File: src/rtl/spi_reg_slave.sv
module spi_reg_slave #(
  parameter int AW = 5,
  parameter int DW = 40,
  parameter logic [4*(1<<AW)-1:0] LEN_TABLE = 128'h21_54321_54321_54321_54321_54321_54321
) (
  input  logic          clk,
  input  logic          rst_n,
  input  logic          sclk,
  input  logic          cs_n,
  input  logic          mosi,
  output logic          miso,
  output logic          miso_oe,
  output logic [AW-1:0] reg_addr,
  output logic          reg_wr,
  output logic [DW-1:0] reg_wdata,
  input  logic [DW-1:0] reg_rdata,
  output logic          reg_rd
);
  localparam int MAXB = DW / 8;

  typedef enum logic [1:0] {ST_CMD, ST_DATA, ST_DONE} st_t;

  logic [2:0] sclk_q;
  logic [1:0] cs_q, mosi_q;
  st_t        st;
  logic [7:0] cmd;
  logic [7:0] nbit;
  logic [3:0] nby;
  logic       wr_dir;
  logic [DW-1:0] wsr, osr;

  wire sfall  = sclk_q[2] & ~sclk_q[1];
  wire srise  = ~sclk_q[2] & sclk_q[1];
  wire cs_off = cs_q[1];
  wire din    = mosi_q[1];
  wire [7:0] cmd_n = {cmd[6:0], din};
  wire last_bit = (int'(nbit) + 1) == 8 * int'(nby);

  assign reg_wdata = wsr;

  always_ff @(posedge clk or negedge rst_n) begin
    if (!rst_n) begin
      sclk_q <= '0;
      cs_q   <= '1;
      mosi_q <= '0;
    end else begin
      sclk_q <= {sclk_q[1:0], sclk};
      cs_q   <= {cs_q[0], cs_n};
      mosi_q <= {mosi_q[0], mosi};
    end
  end

  always_ff @(posedge clk or negedge rst_n) begin
    if (!rst_n) begin
      st <= ST_CMD;
      cmd <= '0;
      nbit <= '0;
      nby <= '0;
      wr_dir <= 1'b0;
      wsr <= '0;
      osr <= '0;
      miso <= 1'b0;
      miso_oe <= 1'b0;
      reg_addr <= '0;
      reg_wr <= 1'b0;
      reg_rd <= 1'b0;
    end else begin
      reg_wr <= 1'b0;
      reg_rd <= 1'b0;
      if (cs_off) begin
        st <= ST_CMD;
        nbit <= '0;
        miso_oe <= 1'b0;
      end else begin
        if (reg_rd) osr <= reg_rdata << (8 * (MAXB - int'(nby)));
        case (st)
          ST_CMD: if (sfall) begin
            cmd <= cmd_n;
            if (nbit == 8'd7) begin
              nbit <= '0;
              reg_addr <= cmd_n[AW-1:0];
              wr_dir <= cmd_n[7];
              nby <= LEN_TABLE[4*cmd_n[AW-1:0] +: 4];
              wsr <= '0;
              reg_rd <= ~cmd_n[7];
              st <= ST_DATA;
            end else begin
              nbit <= nbit + 8'd1;
            end
          end
          ST_DATA: begin
            if (srise && !wr_dir) begin
              miso <= osr[DW-1];
              osr <= osr << 1;
              miso_oe <= 1'b1;
            end
            if (sfall) begin
              wsr <= {wsr[DW-2:0], din};
              nbit <= nbit + 8'd1;
              if (last_bit) begin
                st <= ST_DONE;
                miso_oe <= 1'b0;
                reg_wr <= wr_dir;
              end
            end
          end
          default: ;
        endcase
      end
    end
  end

  assert_wr_rd_excl_R5: assert property (@(posedge clk) disable iff (!rst_n)
    !(reg_wr && reg_rd));
  assert_wr_single_R5: assert property (@(posedge clk) disable iff (!rst_n)
    reg_wr |=> !reg_wr);
  assert_rd_single_R6: assert property (@(posedge clk) disable iff (!rst_n)
    reg_rd |=> !reg_rd);
  assert_oe_idle_R7: assert property (@(posedge clk) disable iff (!rst_n)
    cs_off |=> !miso_oe);
  assert_oe_read_R7: assert property (@(posedge clk) disable iff (!rst_n)
    miso_oe |-> !wr_dir);
  assert_addr_hold_R2: assert property (@(posedge clk) disable iff (!rst_n)
    (st == ST_DATA && !cs_off && $past(st == ST_DATA)) |-> $stable(reg_addr));
  assert_no_late_wr_R9: assert property (@(posedge clk) disable iff (!rst_n)
    (st == ST_DONE && $past(st == ST_DONE)) |-> (!reg_wr && !reg_rd));
endmodule

File: config.mk
export PLATFORM = sky130hd
export DESIGN_NAME = spi_reg_slave
export DESIGN_NICKNAME = d
export VERILOG_FILES = /design/src/rtl/spi_reg_slave.sv
export SDC_FILE = /design/constraint.sdc
export NUM_CORES = 1
export LEC_CHECK = 0
export ABC_CLOCK_PERIOD_IN_PS = 6400
export BUFFER_PORTS_ARGS = -buffer_cell sky130_fd_sc_hd__buf_2
export CAP_MARGIN = 10
export CORE_MARGIN = 8
export CORE_UTILIZATION = 35
export CTS_CLUSTER_DIAMETER = 40
export DETAILED_ROUTE_END_ITERATION = 10
export GPL_TIMING_DRIVEN = 0
export PLACE_DENSITY = 0.61
export SYNTH_ARGS = -nofsm -noshare
export SYNTH_HDL_FRONTEND = slang
export SYNTH_SLANG_ARGS = --single-unit
export TNS_END_PERCENT = 1
File: constraint.sdc
create_clock -name clk -period 6.4 [get_ports clk]
set_input_delay 0.64 -clock clk [delete_from_list [all_inputs] [get_ports clk]]
set_output_delay 0.64 -clock clk [all_outputs]
set_load 0.02 [all_outputs]
==> results.md <==
- Flops & latches, synth: 117
- Mean routed wirelength per cell: 17.0 µm
- Count of antenna-violating nets left after detailed routing: 0
- Design area: 0.00732 mm²
- Class of the worst hold path: in2async
- Cells after synthesis: 636
- Library cells used by synthesis: 49
- Synthesis-to-layout area growth: 23.8%
- Worst flop-to-flop path startpoint: nby[2]
- Number of antenna violations at the first check in global routing: 0
- Share of the cycle needed by the critical path after routing: 39.1%
- Drt via density: 5.36
- Layout Utilization: 44.2%
- Clock network latency to the later pin of the worst-skew pair: 410 ps
- Post-Place Cell Area: 0.00669 mm²
- Maximum clock frequency: 400 MHz
- Layout cells sized above 1: 21.0%
- Power density normalized to cell area: 262 mW/mm²
- Type of element launching the critical path: flop
- Die width: 146 µm
- Largest buffer count on any clock path: 2
- Global-route usage over all layers: 16.2%
- Netlist area before placement: 0.00592 mm²
- CTS tree: built
- Residual DRC count: 0
- Endpoint of the most critical register-to-register path: osr[7]
- Cell leakage power: 0.00321 µW
- Via count of the first global-routing pass: 5399
- Unrepaired setup endpoints after global routing: no
- Average cell area after synthesis: 9.31 µm²
- MaxCap Viol Count: 0
- Fin. Hold Viols: 0
- Top cells by area in the synthesized netlist: sky130_fd_sc_hd__dfrtp_1, sky130_fd_sc_hd__nand2_1, sky130_fd_sc_hd__o21ai_0
- First-pass iteration count of the detailed router: 5
- Number of inserted diodes: 0
- Setup slack of the most critical reg-to-reg path: 3900 ps
- Total overflow reported by the global router: 0
- Total Nets Final: 800
- Largest fanout on the critical path: 10
- Pin count of the biggest net entering global routing: 63
- Asr flop ratio synth: 100%
- Count of clock tree sinks: 117
- Top flip-flop cell by instance count after synthesis: sky130_fd_sc_hd__dfrtp_1
- Worst rel slew slack: 31.5%
- Critical Path AT: 2820 ps
- Setup-violating endpoint count in the final report: 0
- Clock Root Buffer: sky130_fd_sc_hd__clkbuf_16
- Portion of synthesized cell area occupied by the leading cell type: 48.6%
- Status: finished clean
- Level count of the clock H-tree: 4
- Count of input and output buffers: 93
- Starting Density: 35.7%
- Post-CTS setup repair buffer count: 0
- Clock buffers created by TritonCTS: 17
- Chip height: 146 µm
- Type of the worst setup path: reg2reg
- Sequential area share after synthesis: 49.5%
- Detailed Route Iter0 Violations: 394
- Logic depth of the worst register-to-register path: 7
- Warnings, synthesis: 0
- Post-synthesis net count: 687
- Peak supply drop: 0.187 mV
- Most used standard cells in the synthesized netlist: sky130_fd_sc_hd__nand2_1, sky130_fd_sc_hd__dfrtp_1, sky130_fd_sc_hd__o21ai_0
- Required time of the worst setup path: 6720 ps
- Clock transition at the registers of the reported paths: 60 ps
- Library cell occupying the most area in the post-synthesis netlist: sky130_fd_sc_hd__dfrtp_1
- PostCTS Resize Cnt: 0
- I/O Pins: 94
- Global placer's final weighted congestion: 0.863
- Min cycle time layout: 2500 ps
- Num rows: 47
- Filler Cell Count: 1637
- Post-Route Skew: 9.96 ps
- Quantity of hold-fixing buffers added after cts: 0
- Final wirelength: 16700 µm
- Die ar.: 0.0213 mm²
- Crit. End Element: flop
- Detailed placer's ending HPWL: 11900 µm
- First-pass GRT wire length: 28100 µm
- Standard cell core area: 0.0166 mm²
- Transition time of the tightest slew-check pin: 1020 ps
- EDFF count, synth: 0
- Setup total negative slack: 0 ps
- Number of max-slew violations in the final report: 0
- Via count of the routed design: 5266
- Most frequent cell after synthesis: sky130_fd_sc_hd__nand2_1
worst max path at each step:
stage / from / to / depth (start not counted)
floorplan: nby[2] / osr[1] / 7
global placement: rst_n / reg_wdata[23] / 1
detailed placement: nby[2] / osr[5] / 7
CTS: nby[2] / osr[7] / 7
global route: nby[2] / osr[7] / 7
finish: nby[2] / osr[7] / 7
worst max-delay path, cell delays in order (launching register included):
cell                      delay, ps
sky130_fd_sc_hd__dfrtp_1        420
sky130_fd_sc_hd__ha_1           320
sky130_fd_sc_hd__buf_2          230
sky130_fd_sc_hd__nand2_1        140
sky130_fd_sc_hd__or3_1          350
sky130_fd_sc_hd__nor3_1         620
sky130_fd_sc_hd__a22oi_1        140
sky130_fd_sc_hd__o21ai_0        200
placed cells by master, fill, tap and decap left out, types with 7 or more instances in the layout:
| cell | count |
|---|---|
| sky130_fd_sc_hd__nand2_1 | 128 |
| sky130_fd_sc_hd__dfrtp_1 | 115 |
| sky130_fd_sc_hd__buf_2 | 101 |
| sky130_fd_sc_hd__o21ai_0 | 74 |
| sky130_fd_sc_hd__clkbuf_1 | 38 |
| sky130_fd_sc_hd__a21oi_1 | 28 |
| sky130_fd_sc_hd__a221oi_1 | 27 |
| sky130_fd_sc_hd__nor2_1 | 26 |
| sky130_fd_sc_hd__nor3_1 | 24 |
| sky130_fd_sc_hd__mux2i_1 | 23 |
| sky130_fd_sc_hd__clkbuf_16 | 17 |
| sky130_fd_sc_hd__nor2b_1 | 15 |
| sky130_fd_sc_hd__mux2_2 | 13 |
| sky130_fd_sc_hd__inv_1 | 12 |
| sky130_fd_sc_hd__nor4_1 | 11 |
| sky130_fd_sc_hd__a22oi_1 | 9 |
| sky130_fd_sc_hd__a221o_1 | 8 |
| sky130_fd_sc_hd__a211oi_1 | 7 |
per-stage QoR:
step	cells	setup WS, ps	power (µW)	hold WS [ps]
floorplan	636	4370	868	331
global placement	949	3140	926	332
detailed placement	950	3940	929	336
CTS	982	3930	1950	203
global route	982	3670	2000	224
finish	982	3900	1920	199
layer usage:
metal / GRT usage, % / wire, µm / up-vias
met5: 0 / 0 / -
met4: 5.51 / 289 / 0
met3: 5.56 / 1200 / 25
met2: 24.2 / 7270 / 182
met1: 21.3 / 7950 / 2534
li1: - / - / 2525
cell families (layout without fill, tap and decap cells):
kind of cell | count (synthesis) | in the layout | synth area share, %
flip-flops | 117 | 117 | 49.5
AND/OR/NAND/NOR | 229 | 229 | 17.5
multiplexers | 37 | 37 | 6.74
adder cells (fa/ha/maj) | 6 | 6 | 1.27
AO/OA/AOI/OAI | 177 | 177 | 19.3
buffers and inverters | 63 | 189 | 4.38
XOR/XNOR | 7 | 7 | 1.29
sequential cells by signal (all words and copies together), names as in the netlist:
register and cells:
reg_wr 1, reg_rd 1, cs_q 2, mosi_q 2, reg_addr 5, miso_oe 1
cmd 7, miso 1, wr_dir 1, osr 40, st 2, sclk_q 3
nbit 8, reg_wdata 40, nby 3
final cells by class:
cell class	instances	area [µm²]	share of cell area, %
flip-flops and latches	117	2930	40.0
clock inverters	12	165	2.25
well taps	220	275	3.76
multi-input cells	456	2730	37.3
plain buffers	50	210	2.87
repair buffers	94	499	6.82
inverters	13	48.8	0.666
clock buffers	20	467	6.37
report_power, final:
part / switching, µW / total, µW / internal [µW]
combinational: 84.7 / 145 / 60.5
clock: 356 / 1010 / 650
sequential: 12.3 / 771 / 758
total: 453 / 1920 / 1470
Power figures use the tool's default switching activity.
